`src/rtl/opsz_ea_pkg.sv`:
```
package opsz_ea_pkg;
  typedef enum logic [1:0] {
    SZ_BYTE  = 2'b00,
    SZ_HALF  = 2'b01,
    SZ_WORD  = 2'b10,
    SZ_DWORD = 2'b11
  } opsz_e;

  localparam int SZ_COUNT = 4;
  localparam int SZ_LOW_W = 3;

  function automatic logic [SZ_LOW_W-1:0] low_mask(input opsz_e sz);
    logic [SZ_LOW_W-1:0] m;
    m = '0;
    for (int b = 0; b < SZ_LOW_W; b++) begin
      if (b < int'(sz)) m[b] = 1'b1;
    end
    return m;
  endfunction
endpackage

```
`src/rtl/opsz_ea_scale.sv`:
```
module opsz_ea_scale
  import opsz_ea_pkg::*;
#(
  parameter int IDX_W  = 19,
  parameter int ADDR_W = 19
) (
  input  logic [IDX_W-1:0]  index,
  input  logic              idx_en,
  input  opsz_e             size,
  output logic [ADDR_W-1:0] disp
);
  localparam int EXT_W = (IDX_W > ADDR_W) ? IDX_W : ADDR_W;

  logic [EXT_W-1:0]  ext;
  logic [ADDR_W-1:0] cand [SZ_COUNT];

  assign ext = EXT_W'(index);

  for (genvar g = 0; g < SZ_COUNT; g++) begin : g_shift
    logic [EXT_W-1:0] shifted;
    assign shifted = ext << g;
    assign cand[g] = shifted[ADDR_W-1:0];
  end

  always_comb begin
    disp = '0;
    if (idx_en) disp = cand[int'(size)];
  end
endmodule

```
`src/rtl/opsz_ea_sum.sv`:
```
module opsz_ea_sum
  import opsz_ea_pkg::*;
#(
  parameter int ADDR_W = 19
) (
  input  logic [ADDR_W-3:0] word,
  input  logic [ADDR_W-1:0] disp,
  input  opsz_e             size,
  output logic [ADDR_W-1:0] addr,
  output logic              misalign
);
  logic [ADDR_W-1:0] base;

  assign base     = {word, 2'b00};
  assign addr     = base + disp;
  assign misalign = |(addr[SZ_LOW_W-1:0] & low_mask(size));
endmodule

```
`src/rtl/opsz_ea_stage.sv`:
```
module opsz_ea_stage #(
  parameter int DATA_W = 22
) (
  input  logic              clk,
  input  logic              rst_n,
  input  logic              up_valid,
  output logic              up_ready,
  input  logic [DATA_W-1:0] up_data,
  output logic              dn_valid,
  input  logic              dn_ready,
  output logic [DATA_W-1:0] dn_data
);
  logic              full_q;
  logic [DATA_W-1:0] data_q;
  logic              take;

  assign up_ready = !full_q || dn_ready;
  assign take     = up_valid && up_ready;

  always_ff @(posedge clk) begin
    if (!rst_n) begin
      full_q <= 1'b0;
    end else if (take) begin
      full_q <= 1'b1;
    end else if (dn_ready) begin
      full_q <= 1'b0;
    end
  end

  always_ff @(posedge clk) begin
    if (take) data_q <= up_data;
  end

  assign dn_valid = full_q;
  assign dn_data  = data_q;
endmodule

```
`src/rtl/opsz_ea_unit.sv`:
```
module opsz_ea_unit
  import opsz_ea_pkg::*;
#(
  parameter int ADDR_W = 19,
  parameter int IDX_W  = 19
) (
  input  logic              clk,
  input  logic              rst_n,
  input  logic              in_valid,
  output logic              in_ready,
  input  logic [ADDR_W-3:0] in_word,
  input  logic [IDX_W-1:0]  in_index,
  input  logic              in_idx_en,
  input  logic [1:0]        in_size,
  output logic              out_valid,
  input  logic              out_ready,
  output logic [ADDR_W-1:0] out_addr,
  output logic [1:0]        out_size,
  output logic              out_misalign
);
  localparam int PAY_W = ADDR_W + 2 + 1;

  opsz_e             size;
  logic [ADDR_W-1:0] disp;
  logic [ADDR_W-1:0] addr;
  logic              mis;
  logic [PAY_W-1:0]  pay_in;
  logic [PAY_W-1:0]  pay_out;

  assign size = opsz_e'(in_size);

  opsz_ea_scale #(.IDX_W(IDX_W), .ADDR_W(ADDR_W)) u_scale (
    .index (in_index),
    .idx_en(in_idx_en),
    .size  (size),
    .disp  (disp)
  );

  opsz_ea_sum #(.ADDR_W(ADDR_W)) u_sum (
    .word    (in_word),
    .disp    (disp),
    .size    (size),
    .addr    (addr),
    .misalign(mis)
  );

  assign pay_in = {addr, in_size, mis};

  opsz_ea_stage #(.DATA_W(PAY_W)) u_stage (
    .clk     (clk),
    .rst_n   (rst_n),
    .up_valid(in_valid),
    .up_ready(in_ready),
    .up_data (pay_in),
    .dn_valid(out_valid),
    .dn_ready(out_ready),
    .dn_data (pay_out)
  );

  assign out_addr     = pay_out[PAY_W-1:3];
  assign out_size     = pay_out[2:1];
  assign out_misalign = pay_out[0];
endmodule

```
`config.mk`:
```
export PLATFORM = sky130hd
export DESIGN_NAME = opsz_ea_unit
export DESIGN_NICKNAME = d
export VERILOG_FILES = /design/src/rtl/opsz_ea_pkg.sv /design/src/rtl/opsz_ea_scale.sv /design/src/rtl/opsz_ea_sum.sv /design/src/rtl/opsz_ea_stage.sv /design/src/rtl/opsz_ea_unit.sv
export SDC_FILE = /design/constraint.sdc
export NUM_CORES = 1
export LEC_CHECK = 0
export BUFFER_PORTS_ARGS = -buffer_cell sky130_fd_sc_hd__buf_4
export CORE_ASPECT_RATIO = 0.8
export CORE_MARGIN = 5
export CORE_UTILIZATION = 50
export DETAILED_ROUTE_END_ITERATION = 12
export GPL_TIMING_DRIVEN = 0
export PLACE_DENSITY_LB_ADDON = 0.05
export SLEW_MARGIN = 20
export SYNTH_ARGS = -nofsm -noshare
export SYNTH_HDL_FRONTEND = slang
export SYNTH_HIERARCHICAL = 1
export SYNTH_SLANG_ARGS = --single-unit
```
`constraint.sdc`:
```
create_clock -name clk -period 3.43 [get_ports clk]
set_input_delay 0.343 -clock clk [delete_from_list [all_inputs] [get_ports clk]]
set_output_delay 0.343 -clock clk [all_outputs]
set_load 0.02 [all_outputs]
```
# Word level (Yosys, flattened, before mapping)
# Index checks and enable logic that the tools add are counted.
totals:
  regBits: 23
  inputBits: 43
  out_inout_bits: 24
  wordCells: 23
classes:
  addsub: 1
  n_lt_le_gt_ge: 4
  mux: 9
  n_bitwise: 2
  reduce_logical: 5
op_table:
  columns: ["cell", "n"]
  rows:
  - ["19-bit two-way mux", 3]
  - ["19-bit binary-select mux with 2-bit select", 1]
  - ["32-bit by 3-bit greater-or-equal comparator with 1-bit output (second input constant)", 1]
  - ["2-bit NOT with 32-bit output", 1]
  - ["19-bit adder", 1]
  - ["1-bit two-way mux", 5]
  - ["1-bit by 2-bit < comparator with 1-bit output (first input constant)", 2]
  - ["3-bit AND", 1]
  - ["3-bit OR reduction", 1]
  - ["2-bit < comparator (first input constant)", 1]
  - ["2-bit nonzero test", 1]
  - ["1-bit logical AND", 1]
  - ["1-bit zero test", 1]
  - ["1-bit logical OR", 1]

# Depth between registers and ports, before layout
# Gate-level depths: netlist (run 1).
depth:
  ltp_word: 8
  ltp_mapped: 12
  mapped_depth_nobuf: 10

# Hierarchy
# The synthesis (run 1) kept the hierarchy.
modules_own_cells:
  columns: ["module", "n_inst", "cells_per_inst", "area_each_um2", "seq_area_each_um2"]
  rows:
  - ["opsz_ea_sum", 1, 123, 933.4, 0.0]
  - ["opsz_ea_stage", 1, 27, 718.2, 680.7]
  - ["opsz_ea_scale", 1, 48, 406.6, 0.0]

# Worst setup path before layout (run 1)
# Ideal clock, no wire load.
synth_path:
  path_type: "in2reg"
  startpoint: "in in_size[0]"
  endpoint: "reg u_stage.data_q[19], in the netlist u_stage/dn_data[19] (data pin)"
  setup_ns: 0.261
  arrival_time_ns: 2.467
  required_time_ns: 3.169
  path_slack_ns: 0.702
  stages: 12
  n_path_buf: 2
  path_cell_list: "buf_6 > buf_8 > nand3b_1 > o21ai_0 > and2_1 > ha_1 > fa_1 > a211oi_1 > nor2_1 > o211ai_1 > a311oi_1 > a311o_1"
synth_via:
  elab_chain_len: 6
synth_rtl:
  columns: ["item", "line", "rtl"]
  rows:
  - ["start, declared", "opsz_ea_unit.sv:14", "input logic [1:0] in_size,"]
  - ["2-bit NOT with 32-bit output (implied by the code)", "opsz_ea_scale.sv:27", "if (idx_en) disp = cand[int'(size)];"]
  - ["19-bit binary-select mux with 2-bit select", "opsz_ea_scale.sv:27", null]
  - ["19-bit two-way mux (implied by the code) (2 in a row)", "opsz_ea_scale.sv:27", null]
  - ["19-bit two-way mux", "opsz_ea_scale.sv:27", null]
  - ["net disp[2]", "opsz_ea_unit.sv:24", "logic [ADDR_W-1:0] disp;"]
  - ["19-bit adder", "opsz_ea_sum.sv:15", "assign addr = base + disp;"]
  - ["net addr[16]", "opsz_ea_unit.sv:25", "logic [ADDR_W-1:0] addr;"]
  - ["end signal, assigned", "opsz_ea_stage.sv:31", "if (take) data_q <= up_data;"]
  - ["end, declared", "opsz_ea_stage.sv:14", "logic [DATA_W-1:0] data_q;"]
# The timed path passes the listed nets, and every way through them passes these cells. The select of a mux whose other input is x is not followed.
# A chain may end at the register's enable or synchronous reset.

# Final worst setup path (run 1)
# Same ends and word-level chain as after synthesis.

==> summary.json, run 1 <==
{
  "fp.dieArea_sq_um": 5510,
  "yosysUniqueCellTypes": 48,
  "finalInstanceArea_sq_um": 2670,
  "cts.path.max_buffers": 2,
  "cts_post_setup_buffers_inserted": 0,
  "finalNonFillerCells": 323,
  "final_cycle_share_pct": 83.3,
  "first_pass_grt_wire_length_um": 7810,
  "yosys_warnings": 6,
  "cap_viol_max_count": 0,
  "critical-path-top-delay-family": "compound AO/OA/AOI/OAI gates",
  "commonest_cells_after_routing_fill_and_taps_aside": "69 x sky130_fd_sc_hd__buf_4, 22 x sky130_fd_sc_hd__edfxtp_1, 20 x sky130_fd_sc_hd__mux2i_1",
  "cell_internal_power_dissipation_uw": 630,
  "synth-edff-count": 22,
  "placeableCoreArea_sq_um": 3880,
  "critical-path-slowest-cell": "sky130_fd_sc_hd__fa_1",
  "vdd_ir_drop_max_mv": 0.265,
  "fmax_mhz": 350,
  "syn-num-nets": 258,
  "drive_above_1_share_pct": 35.4,
  "fp.dieW_um": 81.7,
  "io_buffer_count": 66,
  "cts_buffers": 3,
  "critical_path_required_ns": 3.46,
  "postSynth.topFlopCell": "sky130_fd_sc_hd__edfxtp_1",
  "vias_per_cell": 5.48,
  "n_antenna_cell": 0,
  "grt_overflow_total": 0,
  "finalNetCount": 329,
  "grt_use_total_pct": 18.6,
  "synth_seq_area_share_pct": 33.1,
  "preCtsSetupSlack_ns": 0.338,
  "hold_slack_ns": 0.273,
  "io_pins": 67,
  "pwr-share-clk_pct": 18.4,
  "grt_max_degree": 23,
  "crit_chain": "buf_4 > buf_6 > buf_8 > nand3b_1 > o21ai_0 > and2_1 > ha_1 > fa_1 > a211oi_1 > nor2_1 > o211ai_1 > a311oi_1 > a311o_1",
  "sum_of_routed_wire_length_over_all_layers_um": 5050,
  "post_synth_main_area_contributors": "sky130_fd_sc_hd__edfxtp_1 32%, sky130_fd_sc_hd__ha_1 9.7%, sky130_fd_sc_hd__mux2i_1 9.7%, sky130_fd_sc_hd__o22ai_1 4.9%, sky130_fd_sc_hd__xnor2_1 3.8%",
  "crit_path_max_fanout": 10,
  "route.antenna.remaining_nets": 0,
  "worst-path-buf-inv": 3,
  "die_h_um": 67.4,
  "number_of_global_route_vias_before_repair": 1672,
  "final_core_util_pct": 68.8,
  "combinationalPowerShare_pct": 43.4,
  "drc_errors": 0,
  "status": "finished, final reports clean",
  "switching_component_of_the_power_uw": 323,
  "cts_tree": "done",
  "data_arrival_at_the_endpoint_of_the_critical_path_ns": 2.88,
  "place_inst": 319,
  "timing.final.ws_setup_ns": 0.572,
  "antenna_violations_before_repair": 0,
  "floorplan.initialDensity_pct": 53.1,
  "timing.clock.skew_ns": 0.00512,
  "fp-row-count": 20,
  "htree_levels": 1,
  "timing_hold_violations_final": 0,
  "layout.cells.most_common": "sky130_fd_sc_hd__buf_4",
  "syn-cell-area_sq_um": 2060,
  "synth-async-reset-ratio_pct": 0,
  "clk_transition_reported_paths_ns": 0.09,
  "cpPeakStageDelay_ns": 0.43,
  "postPlaceCellArea_sq_um": 2620,
  "avgRoutedWirePerCell_um": 15.6,
  "post_cts_hold_buffers": 0,
  "hpwlAfterDp_um": 4120,
  "critical_path.endpoint_type": "flop",
  "fin_total_pwr_uw": 953,
  "syn_area_per_cell_sq_um": 10.4,
  "clock_insertion_delay_worst_skew_ns": 0.27,
  "setup-violations-final": 0,
  "nFillCells": 317,
  "cts_root_buf": "sky130_fd_sc_hd__clkbuf_8",
  "startpoint_type": "input port",
  "timing.setup.tns_ns": 0,
  "cts.sinks": 23,
  "netlist_instances": 198,
  "routability_congestion": 0.857,
  "powerDensity_nw_per_um2": 357,
  "post-synth-top-area-fraction_pct": 32.1,
  "route.vias.total": 1771,
  "drt_pass1_iterations": 4,
  "leakage_nw": 1.19,
  "seq_power_share_pct": 38.2,
  "switching_share_pct": 33.9,
  "timing.final.max_slew_violations": 0,
  "synth_top_cell_by_area": "sky130_fd_sc_hd__edfxtp_1",
  "postCtsResizedCells": 0,
  "timing.slew.headroom_pct": 72.7,
  "rsz_0062_raised_after_global_routing": "false",
  "worst-slew-pin-transition_ns": 0.406,
  "hold_class": "in2reg",
  "layout-area-overhead-vs-synth_pct": 29.7,
  "synth-seq-cells": 23,
  "period_minus_slack_ns": 2.86,
  "path_class": "in2reg",
  "violation_count_after_the_first_detailed_routing_iteration": 118
}
## cell families after synthesis
logic type               Yosys count  share of synthesized area [%]
XOR/XNOR                          11                           4.68
adder cells (fa/ha/maj)           17                           10.7
multiplexers                      20                           9.73
buffers and inverters             17                           6.99
AND/OR/NAND/NOR                   46                           12.0
flip-flops                        23                           33.1
AO/OA/AOI/OAI                     64                           22.9
## layer usage
metal	global-route usage [%]	wire, um	vias to the layer above
li1	-	-	901
met1	24.6	2390	816
met2	32.6	2350	52
met3	3.60	294	2
met4	1.87	19	0
met5	0	0	-
## sequential cells by signal (all words and copies together), names as in the netlist
register and flops:
u_stage/dn_valid 1, u_stage/dn_data 22
## cell usage after synthesis, types with 3 or more instances
cell type,instances
sky130_fd_sc_hd__edfxtp_1,22
sky130_fd_sc_hd__mux2i_1,20
sky130_fd_sc_hd__ha_1,16
sky130_fd_sc_hd__nor2_1,16
sky130_fd_sc_hd__o22ai_1,16
sky130_fd_sc_hd__o21ai_0,10
sky130_fd_sc_hd__xnor2_1,9
sky130_fd_sc_hd__nand2_1,8
sky130_fd_sc_hd__a21oi_1,6
sky130_fd_sc_hd__buf_6,6
sky130_fd_sc_hd__a21o_1,4
sky130_fd_sc_hd__a21oi_2,4
sky130_fd_sc_hd__inv_1,4
sky130_fd_sc_hd__nor3_1,4
sky130_fd_sc_hd__a211oi_1,3
sky130_fd_sc_hd__a31oi_1,3
sky130_fd_sc_hd__buf_4,3
sky130_fd_sc_hd__o211ai_1,3
## area by class of cell
cell class / instances / area, sq um / area share [%]
tap: 55 / 68.8 / 2.58
inverter: 4 / 15.0 / 0.563
sequential: 23 / 681 / 25.5
timing repair buffer: 66 / 495 / 18.6
multi-input combinational: 158 / 1230 / 46.2
clock inverter: 1 / 5.00 / 0.188
buffer: 13 / 129 / 4.83
clock buffer: 3 / 41.3 / 1.55
## power groups by stage
stage                     combinational (mW)  clock [mW]  sequential [mW]
after CTS                              0.414       0.184            0.364
after floorplan                        0.231           0            0.412
final                                  0.414       0.175            0.364
after detailed placement               0.412           0            0.370
after global routing                   0.449       0.194            0.366
after global placement                 0.405           0            0.369
## worst paths after layout
kind / startpoint / end / slack (ns) / cells past startpoint
worst max register to register: u_stage/dn_valid / u_stage/dn_data[3] / 2.35 / 2
worst max-delay path: in_size[0] / u_stage/dn_data[19] / 0.57 / 13
worst min-delay path: in_size[0] / u_stage/dn_data[1] / 0.27 / 1
worst min register to register: u_stage/dn_valid / u_stage/dn_valid / 0.50 / 2
Note: power is estimated with default switching activity, not from simulation.
==> run 2: changes to the inputs <==
--- a/config.mk
+++ b/config.mk
@@ -5,6 +5,7 @@
 export SDC_FILE = /design/constraint.sdc
 export NUM_CORES = 1
 export LEC_CHECK = 0
+export ABC_AREA = 1
 export BUFFER_PORTS_ARGS = -buffer_cell sky130_fd_sc_hd__buf_4
 export CORE_ASPECT_RATIO = 0.8
 export CORE_MARGIN = 5
==> constraint.sdc (replaced) <==
create_clock -name clk -period 2.75 [get_ports clk]
set_input_delay 0.275 -clock clk [delete_from_list [all_inputs] [get_ports clk]]
set_output_delay 0.275 -clock clk [all_outputs]
set_load 0.02 [all_outputs]
==> run 2 against run 1 <==
Combinational power up 17%; critical path depth up 5; critical path type unchanged; cell count grew 49%; synthesized area is 11% higher; setup slack gained 0.037 ns.
==> summary.json, run 2 <==
{
  "io_buffer_count": 66,
  "top_count_cell_post_synth": "sky130_fd_sc_hd__nand2_1",
  "critical_path.endpoint_type": "flop",
  "timing.final.ws_setup_ns": 0.609,
  "synth_top_cell_by_area": "sky130_fd_sc_hd__nand2_1",
  "final_cycle_share_pct": 77.8,
  "clock_insertion_delay_worst_skew_ns": 0.28,
  "synth-seq-cells": 23,
  "fin_total_pwr_mw": 1.15,
  "timing.slew.headroom_pct": 51.4,
  "rsz_0062_raised_after_global_routing": "false",
  "antenna_violations_before_repair": 0,
  "startpoint_type": "input port",
  "fp.dieW_um": 85.5,
  "path_class": "in2reg",
  "syn-num-nets": 412,
  "worst-slew-pin-transition_ns": 0.728,
  "route.vias.total": 2244,
  "post_cts_hold_buffers": 0,
  "switching_component_of_the_power_uw": 414,
  "gr-usage-met1_pct": 24.5,
  "pwr-share-clk_pct": 19.3,
  "finalNetCount": 483,
  "synth_seq_area_share_pct": 29.9,
  "cts_post_setup_buffers_inserted": 0,
  "worst_hold_path.endpoint": "u_stage/dn_data[1]",
  "timing.setup.tns_ns": 0,
  "syn_area_per_cell_sq_um": 6.47,
  "layout-area-overhead-vs-synth_pct": 27.6,
  "hold_class": "in2reg",
  "cts.path.max_buffers": 2,
  "route.antenna.remaining_nets": 0,
  "avgRoutedWirePerCell_um": 10.6,
  "preCtsSetupSlack_ns": 0.339,
  "min_path_cells": 1,
  "drt_pass1_iterations": 4,
  "number_of_global_route_vias_before_repair": 2075,
  "timing.clock.skew_ns": 0.0174,
  "leakage_nw": 1.69,
  "synth-edff-count": 22,
  "fp-row-count": 22,
  "netlist_instances": 352,
  "crit-reg2reg-capture": "u_stage/dn_data[19]",
  "drive_above_1_share_pct": 24.6,
  "yosys_warnings": 6,
  "htree_levels": 1,
  "yosysUniqueCellTypes": 26,
  "post-synth-top-area-fraction_pct": 31.6,
  "cts_buffers": 3,
  "floorplan.initialDensity_pct": 50.8,
  "syn-cell-area_sq_um": 2280,
  "crit_path_max_fanout": 10,
  "fp.dieArea_sq_um": 6020,
  "setup.reg_to_reg.worst_slack_ns": 1.41,
  "timing.final.max_slew_violations": 0,
  "grt_max_degree": 23,
  "grt_use_total_pct": 18.2,
  "globalRouteMet2Util_pct": 30.5,
  "seq_power_share_pct": 38.8,
  "worst_r2r_startpoint": "u_stage/dn_valid",
  "layout.cells.most_common": "sky130_fd_sc_hd__nand2_1",
  "combinationalPowerShare_pct": 41.9,
  "die_h_um": 70.4,
  "r2r.worst_path.cells": 1,
  "cts_tree": "done",
  "first_pass_grt_wire_length_um": 8890,
  "period_minus_slack_ns": 2.14,
  "drc_errors": 0,
  "timing_hold_violations_final": 0,
  "grt_overflow_total": 0,
  "vdd_ir_drop_max_mv": 0.205,
  "hpwlAfterDp_um": 4300,
  "fmax_mhz": 467,
  "critical_path_required_ns": 2.78,
  "hp-start": "in_size[0]",
  "netlist_top_cells_count": "192 x sky130_fd_sc_hd__nand2_1, 43 x sky130_fd_sc_hd__inv_1, 22 x sky130_fd_sc_hd__edfxtp_1",
  "vias_per_cell": 4.66,
  "grt.met3_usage_pct": 3.77,
  "setup-violations-final": 0,
  "postCtsResizedCells": 0,
  "cts_root_buf": "sky130_fd_sc_hd__clkbuf_8",
  "globalRoute.busiestLayer": "met2",
  "status": "finished, final reports clean",
  "cell_internal_power_dissipation_uw": 740,
  "io_pins": 67,
  "powerDensity_nw_per_um2": 397,
  "n_antenna_cell": 0,
  "sum_of_routed_wire_length_over_all_layers_um": 5110,
  "cts.sinks": 23,
  "violation_count_after_the_first_detailed_routing_iteration": 91,
  "placeableCoreArea_sq_um": 4490,
  "data_arrival_at_the_endpoint_of_the_critical_path_ns": 2.17,
  "cap_viol_max_count": 0,
  "post_synth_main_area_contributors": "sky130_fd_sc_hd__nand2_1 32%, sky130_fd_sc_hd__edfxtp_1 29%, sky130_fd_sc_hd__ha_1 8.8%, sky130_fd_sc_hd__inv_1 7.1%, sky130_fd_sc_hd__nand2_2 3.0%",
  "switching_share_pct": 35.9,
  "commonest_cells_after_routing_fill_and_taps_aside": "192 x sky130_fd_sc_hd__nand2_1, 68 x sky130_fd_sc_hd__buf_4, 43 x sky130_fd_sc_hd__inv_1, 22 x sky130_fd_sc_hd__edfxtp_1, 16 x sky130_fd_sc_hd__ha_1",
  "postSynth.topFlopCell": "sky130_fd_sc_hd__edfxtp_1",
  "routability_congestion": 0.934,
  "clk_transition_reported_paths_ns": 0.10,
  "synth-async-reset-ratio_pct": 0,
  "flip_flop_count_of_the_largest_register_all_copies_and_words_added": 22,
  "final_core_util_pct": 64.8
}
[run 2: cell types whose count changed after synthesis, sizes merged, moves of 6 or more]
cell	change
o22ai	-16
inv	+46
nand3	+9
nor2	-7
nand2	+195
mux2i	-20
o21ai	-9
xnor2	-6
[run 2: through the flow]
step                      cells  area [sq um]  hold WS, ns
after detailed placement    478          2860        0.490
final                       482          2910        0.200
after floorplan             352          2280        0.374
after CTS                   482          2910        0.194
after global placement      478          2850        0.480
after global routing        482          2910        0.192
[run 2: per-layer routing]
metal / part of all wire [%] / up-vias
met1: 47 / 963
met5: 0 / -
met2: 44 / 63
met4: 0.55 / 0
met3: 7.8 / 2
li1: - / 1216
[run 2: power groups by stage]
stage | clock network (mW) | logic [mW] | registers (mW)
6_report | 0.222 | 0.484 | 0.448
5_1_grt | 0.243 | 0.545 | 0.453
4_1_cts | 0.235 | 0.487 | 0.449
3_5_place_dp | 0 | 0.485 | 0.457
3_3_place_gp | 0 | 0.475 | 0.455
2_1_floorplan | 0 | 0.267 | 0.506
[run 2: kinds of logic after synthesis]
family          after synthesis  synth area share (%)
fa+ha+maj                    17                  9.66
compound gates               12                  2.86
buf+inv                      59                  12.2
simple gates                233                  42.3
flops                        23                  29.9
xor+xnor                      8                  3.08
[run 2: worst max-delay path by stage]
stage | startpoint | endpoint | slack [ns] | depth (start not counted)
floorplan | in_size[0] | u_stage/dn_data[21] | 0.65 | 17
global placement | in_valid | u_stage/dn_data[21] | 0.32 | 3
detailed placement | in_size[0] | u_stage/dn_data[19] | 0.34 | 18
CTS | in_size[0] | u_stage/dn_data[19] | 0.63 | 18
global route | in_size[0] | u_stage/dn_data[17] | 0.48 | 18
finish | in_size[0] | u_stage/dn_data[19] | 0.61 | 18
[run 2: worst max-delay path, cell delays in order]
cell and delay [ns]:
sky130_fd_sc_hd__buf_4 0.10, sky130_fd_sc_hd__buf_6 0.14, sky130_fd_sc_hd__inv_4 0.04, sky130_fd_sc_hd__buf_6 0.13
sky130_fd_sc_hd__nand2_1 0.05, sky130_fd_sc_hd__nand2_1 0.07, sky130_fd_sc_hd__nand2_1 0.06, sky130_fd_sc_hd__nand2_1 0.05
sky130_fd_sc_hd__ha_1 0.24, sky130_fd_sc_hd__fa_1 0.41, sky130_fd_sc_hd__nand2_1 0.08, sky130_fd_sc_hd__nand2_1 0.08
sky130_fd_sc_hd__nand3b_1 0.11, sky130_fd_sc_hd__nand2_2 0.09, sky130_fd_sc_hd__nand2_1 0.09, sky130_fd_sc_hd__nand2_1 0.05
sky130_fd_sc_hd__nand2_1 0.06, sky130_fd_sc_hd__nand2_1 0.04
[run 2: layout make-up]
class	count	area, sq um
timing repair buffer	66	495
sequential	23	681
inverter	51	195
clock inverter	1	5.00
multi-input combinational	270	1330
buffer	8	82.6
clock buffer	3	41.3
fill	458	1580
tap	60	75.1
